<file path="src/rtl/teller_pkg.sv">
package teller_pkg;

  typedef enum logic [2:0] {
    ST_IDLE, ST_PIN, ST_MENU, ST_MONEY, ST_CHK, ST_NEWPIN, ST_LOCKOUT, ST_NOFUNDS
  } stateT;

  // control -> datapath strobes
  typedef struct packed {
    logic ldPin;
    logic addBal;
    logic subBal;
    logic retryInit;
    logic retryDec;
    logic tmrRun;
  } strobeT;

  // character codes: 0..15 are hex digits, the rest are letters
  localparam logic [4:0] CH_R    = 5'd16;
  localparam logic [4:0] CH_P    = 5'd17;
  localparam logic [4:0] CH_DASH = 5'd18;
  localparam logic [4:0] CH_L    = 5'd19;
  localparam logic [4:0] CH_LN   = 5'd20;
  localparam logic [4:0] CH_UN   = 5'd21;

  // abcdefg, bit 6 = a, active low
  function automatic logic [6:0] glyph(input logic [4:0] code);
    case (code)
      5'd0:    glyph = 7'b0000001;
      5'd1:    glyph = 7'b1001111;
      5'd2:    glyph = 7'b0010010;
      5'd3:    glyph = 7'b0000110;
      5'd4:    glyph = 7'b1001100;
      5'd5:    glyph = 7'b0100100;
      5'd6:    glyph = 7'b0100000;
      5'd7:    glyph = 7'b0001111;
      5'd8:    glyph = 7'b0000000;
      5'd9:    glyph = 7'b0000100;
      5'd10:   glyph = 7'b0001000;
      5'd11:   glyph = 7'b1100000;
      5'd12:   glyph = 7'b0110001;
      5'd13:   glyph = 7'b1000010;
      5'd14:   glyph = 7'b0110000;
      5'd15:   glyph = 7'b0111000;
      CH_R:    glyph = 7'b1111010;
      CH_P:    glyph = 7'b0011000;
      CH_DASH: glyph = 7'b1111110;
      CH_L:    glyph = 7'b1110001;
      CH_LN:   glyph = 7'b1101010;
      CH_UN:   glyph = 7'b0001001;
      default: glyph = 7'b1111111;
    endcase
  endfunction

endpackage

</file>
<file path="src/rtl/teller_data.sv">
module teller_data
  import teller_pkg::*;
#(
  parameter int SW_W       = 4,
  parameter int BAL_W      = 16,
  parameter int TRIES      = 3,
  parameter int TRY_W      = $clog2(TRIES + 1),
  parameter int LOCK_LONG  = 100,
  parameter int LOCK_SHORT = 50
) (
  input  logic              clk,
  input  logic              rst,
  input  logic [SW_W-1:0]   sw,
  input  strobeT            strobe,
  output logic              pinMatch,
  output logic              overdraw,
  output logic              lastTry,
  output logic              longDone,
  output logic              shortDone,
  output logic [TRY_W-1:0]  triesLeft,
  output logic [BAL_W-1:0]  balance
);

  localparam int TMR_W = $clog2(LOCK_LONG + 1);
  localparam logic [TMR_W-1:0] LONG_END  = TMR_W'(LOCK_LONG - 1);
  localparam logic [TMR_W-1:0] SHORT_END = TMR_W'(LOCK_SHORT - 1);

  logic [SW_W-1:0]  pinReg;
  logic [BAL_W:0]   sum;
  logic [TMR_W-1:0] tmr;

  always_comb begin
    sum       = {1'b0, balance} + (BAL_W+1)'(sw);
    pinMatch  = (sw == pinReg);
    overdraw  = (BAL_W'(sw) > balance);
    lastTry   = (triesLeft == TRY_W'(1));
    longDone  = (tmr == LONG_END);
    shortDone = (tmr == SHORT_END);
  end

  always_ff @(posedge clk or posedge rst) begin
    if (rst) begin
      pinReg    <= '0;
      balance   <= '0;
      triesLeft <= TRY_W'(TRIES);
      tmr       <= '0;
    end else begin
      if (strobe.ldPin) pinReg <= sw;
      if (strobe.addBal)
        balance <= sum[BAL_W] ? '1 : sum[BAL_W-1:0];
      else if (strobe.subBal)
        balance <= balance - BAL_W'(sw);
      if (strobe.retryInit)     triesLeft <= TRY_W'(TRIES);
      else if (strobe.retryDec) triesLeft <= triesLeft - TRY_W'(1);
      tmr <= strobe.tmrRun ? tmr + TMR_W'(1) : '0;
    end
  end

  // the control never subtracts more than the balance holds
  p_no_underflow_r7: assert property (@(posedge clk) disable iff (rst)
    strobe.subBal |-> !overdraw);

  // a deposit never lowers the balance (saturation, no wrap)
  p_dep_no_wrap_r7: assert property (@(posedge clk) disable iff (rst)
    strobe.addBal |=> balance >= $past(balance));

  // balance only moves on a deposit or withdrawal strobe
  p_bal_hold_r8: assert property (@(posedge clk) disable iff (rst)
    !(strobe.addBal || strobe.subBal) |=> $stable(balance));

  // PIN only changes on the store strobe
  p_pin_hold_r10: assert property (@(posedge clk) disable iff (rst)
    !strobe.ldPin |=> $stable(pinReg));

  // try count stays within 1..TRIES
  p_tries_range_r3: assert property (@(posedge clk) disable iff (rst)
    (triesLeft != '0) && (triesLeft <= TRY_W'(TRIES)));

endmodule

</file>
<file path="src/rtl/teller_fsm.sv">
module teller_fsm
  import teller_pkg::*;
(
  input  logic   clk,
  input  logic   rst,
  input  logic   btnSel,
  input  logic   btnAlt,
  input  logic   btnBack,
  input  logic   pinMatch,
  input  logic   overdraw,
  input  logic   lastTry,
  input  logic   longDone,
  input  logic   shortDone,
  output stateT  state,
  output strobeT strobe
);

  stateT nextState;
  logic  goBack, goSel, goAlt;

  // back > select > secondary
  always_comb begin
    goBack = btnBack;
    goSel  = btnSel & ~btnBack;
    goAlt  = btnAlt & ~btnBack & ~btnSel;
  end

  always_comb begin
    nextState     = state;
    strobe        = '0;
    strobe.tmrRun = (state == ST_LOCKOUT) || (state == ST_NOFUNDS);
    case (state)
      ST_IDLE:
        if (goSel) begin
          nextState        = ST_PIN;
          strobe.retryInit = 1'b1;
        end
      ST_PIN, ST_CHK:
        if (goBack) begin
          nextState = (state == ST_PIN) ? ST_IDLE : ST_MENU;
        end else if (goSel) begin
          if (pinMatch) begin
            nextState        = (state == ST_PIN) ? ST_MENU : ST_NEWPIN;
            strobe.retryInit = 1'b1;
          end else if (lastTry) begin
            nextState = ST_LOCKOUT;
          end else begin
            strobe.retryDec = 1'b1;
          end
        end
      ST_MENU:
        if (goBack)     nextState = ST_IDLE;
        else if (goSel) nextState = ST_MONEY;
        else if (goAlt) begin
          nextState        = ST_CHK;
          strobe.retryInit = 1'b1;
        end
      ST_MONEY:
        if (goBack)     nextState = ST_MENU;
        else if (goSel) strobe.addBal = 1'b1;
        else if (goAlt) begin
          if (overdraw) nextState = ST_NOFUNDS;
          else          strobe.subBal = 1'b1;
        end
      ST_NEWPIN:
        if (goBack) nextState = ST_MENU;
        else if (goSel) begin
          nextState    = ST_MENU;
          strobe.ldPin = 1'b1;
        end
      ST_LOCKOUT:
        if (longDone) nextState = ST_IDLE;
      ST_NOFUNDS:
        if (shortDone) nextState = ST_MONEY;
      default: nextState = ST_IDLE;
    endcase
  end

  always_ff @(posedge clk or posedge rst) begin
    if (rst) state <= ST_IDLE;
    else     state <= nextState;
  end

  p_fail_exit_r4: assert property (@(posedge clk) disable iff (rst)
    (state == ST_LOCKOUT && longDone) |=> state == ST_IDLE);

  p_fail_hold_r4: assert property (@(posedge clk) disable iff (rst)
    (state == ST_LOCKOUT && !longDone) |=> state == ST_LOCKOUT);

  p_nsf_exit_r8: assert property (@(posedge clk) disable iff (rst)
    (state == ST_NOFUNDS && shortDone) |=> state == ST_MONEY);

  p_back_pin_r5: assert property (@(posedge clk) disable iff (rst)
    (state == ST_PIN && btnBack) |=> state == ST_IDLE);

endmodule

</file>
<file path="src/rtl/teller_disp.sv">
module teller_disp
  import teller_pkg::*;
#(
  parameter int BAL_W = 16,
  parameter int TRY_W = 2
) (
  input  stateT             state,
  input  logic [TRY_W-1:0]  triesLeft,
  input  logic [BAL_W-1:0]  balance,
  output logic [7:0]        led,
  output logic [6:0]        segs [4]
);

  localparam int DIGITS = 4;

  logic [4:0] ch [DIGITS];   // ch[3] is left-most
  logic       le2, le1;

  always_comb begin
    le2 = (triesLeft <= TRY_W'(2));
    le1 = (triesLeft <= TRY_W'(1));
    led = 8'h00;
    for (int i = 0; i < DIGITS; i++) ch[i] = CH_DASH;
    case (state)
      ST_IDLE: begin
        led = 8'h01;
        ch[3] = 5'hC; ch[2] = 5'hA; ch[1] = CH_R; ch[0] = 5'hD;
      end
      ST_PIN: begin
        led = {1'b1, le2, le1, 5'b0};
        ch[3] = CH_P; ch[2] = 5'hE; ch[1] = CH_DASH; ch[0] = 5'(triesLeft);
      end
      ST_MENU: begin
        led = 8'h10;
        ch[3] = 5'h0; ch[2] = CH_P; ch[1] = 5'hE; ch[0] = CH_LN;
      end
      ST_MONEY: begin
        led = 8'h08;
        for (int i = 0; i < DIGITS; i++) ch[i] = {1'b0, balance[4*i +: 4]};
      end
      ST_CHK: begin
        led = {5'b0, 1'b1, le2, le1};
        ch[3] = CH_P; ch[2] = 5'hC; ch[1] = CH_DASH; ch[0] = 5'(triesLeft);
      end
      ST_NEWPIN: begin
        led = 8'h02;
        ch[3] = CH_P; ch[2] = 5'hA; ch[1] = 5'h5; ch[0] = 5'h5;
      end
      ST_LOCKOUT: begin
        led = 8'hFF;
        ch[3] = 5'hF; ch[2] = 5'hA; ch[1] = 5'h1; ch[0] = CH_L;
      end
      ST_NOFUNDS: begin
        led = 8'hFF;
        ch[3] = CH_DASH; ch[2] = CH_UN; ch[1] = 5'hA; ch[0] = CH_DASH;
      end
      default: led = 8'h00;
    endcase
  end

  for (genvar g = 0; g < DIGITS; g++) begin : g_seg
    assign segs[g] = glyph(ch[g]);
  end

endmodule

</file>
<file path="src/rtl/teller_ctrl.sv">
module teller_ctrl
  import teller_pkg::*;
#(
  parameter int SW_W       = 4,
  parameter int BAL_W      = 16,
  parameter int TRIES      = 3,
  parameter int LOCK_LONG  = 100,
  parameter int LOCK_SHORT = 50
) (
  input  logic            clk,
  input  logic            rst,
  input  logic            btnSel,
  input  logic            btnAlt,
  input  logic            btnBack,
  input  logic [SW_W-1:0] sw,
  output logic [7:0]      led,
  output logic [6:0]      segD3,
  output logic [6:0]      segD2,
  output logic [6:0]      segD1,
  output logic [6:0]      segD0
);

  localparam int TRY_W = $clog2(TRIES + 1);

  stateT              state;
  strobeT             strobe;
  logic               pinMatch, overdraw, lastTry, longDone, shortDone;
  logic [TRY_W-1:0]   triesLeft;
  logic [BAL_W-1:0]   balance;
  logic [6:0]         segs [4];

  teller_fsm u_fsm (
    .clk(clk), .rst(rst), .btnSel(btnSel), .btnAlt(btnAlt), .btnBack(btnBack),
    .pinMatch(pinMatch), .overdraw(overdraw), .lastTry(lastTry),
    .longDone(longDone), .shortDone(shortDone), .state(state), .strobe(strobe)
  );

  teller_data #(
    .SW_W(SW_W), .BAL_W(BAL_W), .TRIES(TRIES), .TRY_W(TRY_W),
    .LOCK_LONG(LOCK_LONG), .LOCK_SHORT(LOCK_SHORT)
  ) u_data (
    .clk(clk), .rst(rst), .sw(sw), .strobe(strobe),
    .pinMatch(pinMatch), .overdraw(overdraw), .lastTry(lastTry),
    .longDone(longDone), .shortDone(shortDone),
    .triesLeft(triesLeft), .balance(balance)
  );

  teller_disp #(.BAL_W(BAL_W), .TRY_W(TRY_W)) u_disp (
    .state(state), .triesLeft(triesLeft), .balance(balance),
    .led(led), .segs(segs)
  );

  assign segD3 = segs[3];
  assign segD2 = segs[2];
  assign segD1 = segs[1];
  assign segD0 = segs[0];

endmodule

</file>
<file path="config.mk">
export PLATFORM = sky130hd
export DESIGN_NAME = teller_ctrl
export DESIGN_NICKNAME = d
export VERILOG_FILES = /design/src/rtl/teller_pkg.sv /design/src/rtl/teller_data.sv /design/src/rtl/teller_fsm.sv /design/src/rtl/teller_disp.sv /design/src/rtl/teller_ctrl.sv
export SDC_FILE = /design/constraint.sdc
export NUM_CORES = 1
export LEC_CHECK = 0
export BUFFER_PORTS_ARGS = -buffer_cell sky130_fd_sc_hd__buf_2
export CAP_MARGIN = 30
export CORE_MARGIN = 2
export CORE_UTILIZATION = 55
export CTS_CLUSTER_SIZE = 12
export DETAILED_ROUTE_END_ITERATION = 10
export GPL_ROUTABILITY_DRIVEN = 0
export PLACE_DENSITY = 0.82
export SLEW_MARGIN = 25
export SYNTH_ARGS = -nofsm -noshare
export SYNTH_HDL_FRONTEND = slang
export SYNTH_SLANG_ARGS = --single-unit
</file>
<file path="constraint.sdc">
create_clock -name clk -period 3.3 [get_ports clk]
set_input_delay 0.495 -clock clk [delete_from_list [all_inputs] [get_ports clk]]
set_output_delay 0.495 -clock clk [all_outputs]
set_load 0.01 [all_outputs]
</file>
==> results.md <==
- DRC errors left: 0
- Yosys reg bits: 32
- Synth Flop Type: dfrtp_1
- Hold WC Path Type: in -> async
- Hpwl dp: 8254 microns
- Initial DRT Pass Iterations: 6
- Top-Level Pins: 45
- Pwr Total: 4.961 mW
- Area of the core: 7214 sq um
- Pin count of the biggest net entering global routing: 24
- Clock transition at the registers of the reported paths: 0.08 ns
- Worst r2r dst: u_data.balance[7]
- Worst path required time: 2.80 ns
- Critical path launch point: u_fsm.state[2]
- Setup violations, final: 0
- Site Rows: 31
- Reg-to-Reg Start: u_fsm.state[0]
- Crit path cell chain: buf_4, nand2b_1, a21boi_1, buf_4, inv_1, ha_1, or3b_2, o221ai_1, mux2i_1, buf_2
- Reg2reg setup slack: 0.49 ns
- Avg Vias per Cell: 6.298
- Skew final: 0.01264 ns
- Most frequent cells in the layout: 54 x nand2_1, 51 x nor2_1, 44 x buf_2
- CP max FO: 9
- Via count: 4295
- Area delta synth->final: 14.03%
- Die span in x: 90.26 microns
- Ant diodes: 0
- Placed Area: 4433 sq um
- Status: finished clean
- Die Ht: 90.26 microns
- GRT Total Usage: 26.92%
- Final Core Density: 64.69%
- Initial antenna violation count: 0
- Crit path kind: reg -> out
- Crit-path max cell delay: 0.50 ns
- Worst path depth: 10
- Commonest non-fill, non-tap cell in the layout: nand2_1
- Antenna viol nets, final: 0
- Switching Share: 52.08%
- Share of cells above drive strength 1: 20.41%
- EDFF count, synth: 0
- Crit share post-route: 97.23%
- Pins Over Slew Limit: 0
- Worst-margin pin slew: 0.7302 ns
- Total of max-cap violations: 0
- Final #Nets: 637
- Slew headroom: 50.99%
- Post-synthesis cell type count: 76
- Sink Count: 32
- Final Hold Vio Count: 0
- Htree depth: 2
- Mean Syn Cell Area: 7.693 sq um
- Hold-fix buffers, CTS: 0
- Post-synthesis sequential area ratio: 19.63%
- Crit path max-delay cell type: or3b_2
- Cell area after synthesis: 4093 sq um
- Ys Warns: 0
- GR Overflow Total: 0
- CTS tree: done
- Worst Path Buf+Inv: 4
- Mapped Nets: 587
- Post-synth top area cell: dfrtp_1
- Clk pwr share: 8.5%
- Dpl ws: 0.1892 ns
- Clock latency on the worst-skew pair: 0.30 ns
- F_max: 311.7 MHz
- Iter 0 DRT Violations: 339
- Final worst slack: 0.09128 ns
- Synth top area share: 18.34%
- Port Buffers: 44
- Switching power: 2.584 mW
- Top cells by area, synth: dfrtp_1 18%, ha_1 13%, o21ai_0 5.4%, a21oi_1 5.0%, nand2_1 5.0%
- Tmin final: 3.209 ns
- Clock root buffer: clkbuf_8
- Initial Util: 56.73%
- Number of buffers created by CTS: 5
- Final WL: 11180 microns
- Max Root-Sink Buffers: 2
- R2r worst-path depth: 7
- Setup_tns: 0 ns
- Pwr dens: 1063 nW/um^2
- Most frequent cell on the critical path: buf_4
- Critical path's top delay family: simple AND/OR/NAND/NOR gates
- Worst Path Arrival: 2.71 ns
- Startpoint class of the critical path: flop
- CP Capture Type: primary output
- Die footprint: 8147 sq um
- Sequential share of power: 14.6%
- Comb pwr share: 76.9%
- Fillers: 608
- Final instance area: 4667 sq um
- Synth Instances: 532
- Vias in the first global route: 3865
- Drt wl/cell: 16.39 microns
- Internal power: 2.378 mW
- Pleak: 2.151 nW
- Crit path capture: segD3[6]
- FFs w/ async S/R, synth: 100.0%
- First-pass GRT wire length: 18550 microns
- Worst vdd ir: 0.0003948 V
[cells by family after synthesis]
logic type / count (synthesis) / share of synthesized area [%]
AOI/OAI and AO/OA: 172 / 27.58
xor gates and xnor gates: 17 / 3.638
adders and majority gates: 47 / 14.67
buffers and inverters: 64 / 7.062
DFF: 32 / 19.63
muxes: 16 / 4.464
and+or+nand+nor: 184 / 22.96
[worst min-delay path by stage]
stage,from,endpoint,slack [ns]
CTS,rst,u_data.pinReg[2],0.24
finish,rst,u_data.pinReg[2],0.23
global placement,u_data.tmr[0],u_data.tmr[0],0.47
floorplan,u_data.tmr[0],u_data.tmr[0],0.45
detailed placement,u_data.tmr[0],u_data.tmr[0],0.48
global route,rst,u_data.pinReg[2],0.27
[state kept, by name, indices dropped and copies added, names as in the netlist]
name	count
u_data.pinReg	4
u_fsm.state	3
u_data.balance	16
u_data.tmr	7
u_data.triesLeft	2
[per-stage QoR]
step	instances	hold slack [ns]
5_1_grt	682	0.2723
2_1_floorplan	532	0.4535
3_3_place_gp	665	0.4716
3_5_place_dp	665	0.4841
4_1_cts	673	0.2364
6_report	682	0.2306
[per-layer routing]
layer	wire length [microns]	vias up	GRT usage (%)
met5	0	-	0
met4	289	0	9.231
met3	752	34	3.756
met2	5315	220	44.30
met1	4821	2014	36.36
li1	-	2027	-
[final cells by class]
class                           count  area (sq um)  area share, %
Clock buffer                        7         96.34          2.064
Sequential cell                    32         807.0          17.29
Clock inverter                      1         30.03         0.6434
Tap cell                           99         123.9          2.654
Timing Repair Buffer               75         460.4          9.866
Multi-Input combinational cell    436          3025          64.83
Inverter                           32         123.9          2.654
[power groups by stage]
| stage | sequential (mW) | combinational [mW] | clock, mW |
|---|---|---|---|
| after CTS | 0.730 | 3.63 | 0.426 |
| after global placement | 0.722 | 3.49 | 0 |
| after floorplan | 0.604 | 2.65 | 0 |
| final | 0.725 | 3.81 | 0.422 |
| after detailed placement | 0.732 | 3.59 | 0 |
| after global routing | 0.740 | 4.20 | 0.443 |
[timing repair]
item	CTS	global route
setup endpoints to repair	7	15
gates cloned	0	0
setup buffers	0	9
gates resized for setup	5	11
pin swaps	0	1
[synth_stat cells, types with 3 or more instances]
| cell | count |
|---|---|
| xor2_1 | 4 |
| a21o_1 | 5 |
| nand2_1 | 54 |
| buf_4 | 4 |
| nand2b_1 | 7 |
| o31ai_1 | 4 |
| dfrtp_1 | 30 |
| and3_1 | 6 |
| a211oi_1 | 4 |
| a21boi_0 | 3 |
| nand4_1 | 4 |
| buf_1 | 3 |
| o21ai_1 | 3 |
| o21ai_0 | 44 |
| nand3_1 | 15 |
| a32oi_1 | 4 |
| o211ai_1 | 6 |
| a21oi_1 | 41 |
| or3_1 | 4 |
| o21a_1 | 3 |
| o221ai_1 | 5 |
| buf_2 | 7 |
| mux2i_1 | 7 |
| nand4b_1 | 4 |
| mux2_2 | 7 |
| ha_1 | 44 |
| a311oi_1 | 5 |
| nor2_1 | 51 |
| nor4_1 | 4 |
| inv_1 | 31 |
| nor2b_1 | 6 |
| o22ai_1 | 4 |
| xnor2_1 | 13 |
| nor3_1 | 12 |
| a31oi_1 | 10 |
| clkbuf_1 | 15 |
| a221oi_1 | 6 |
No activity file was read; power rests on OpenSTA's default activity.
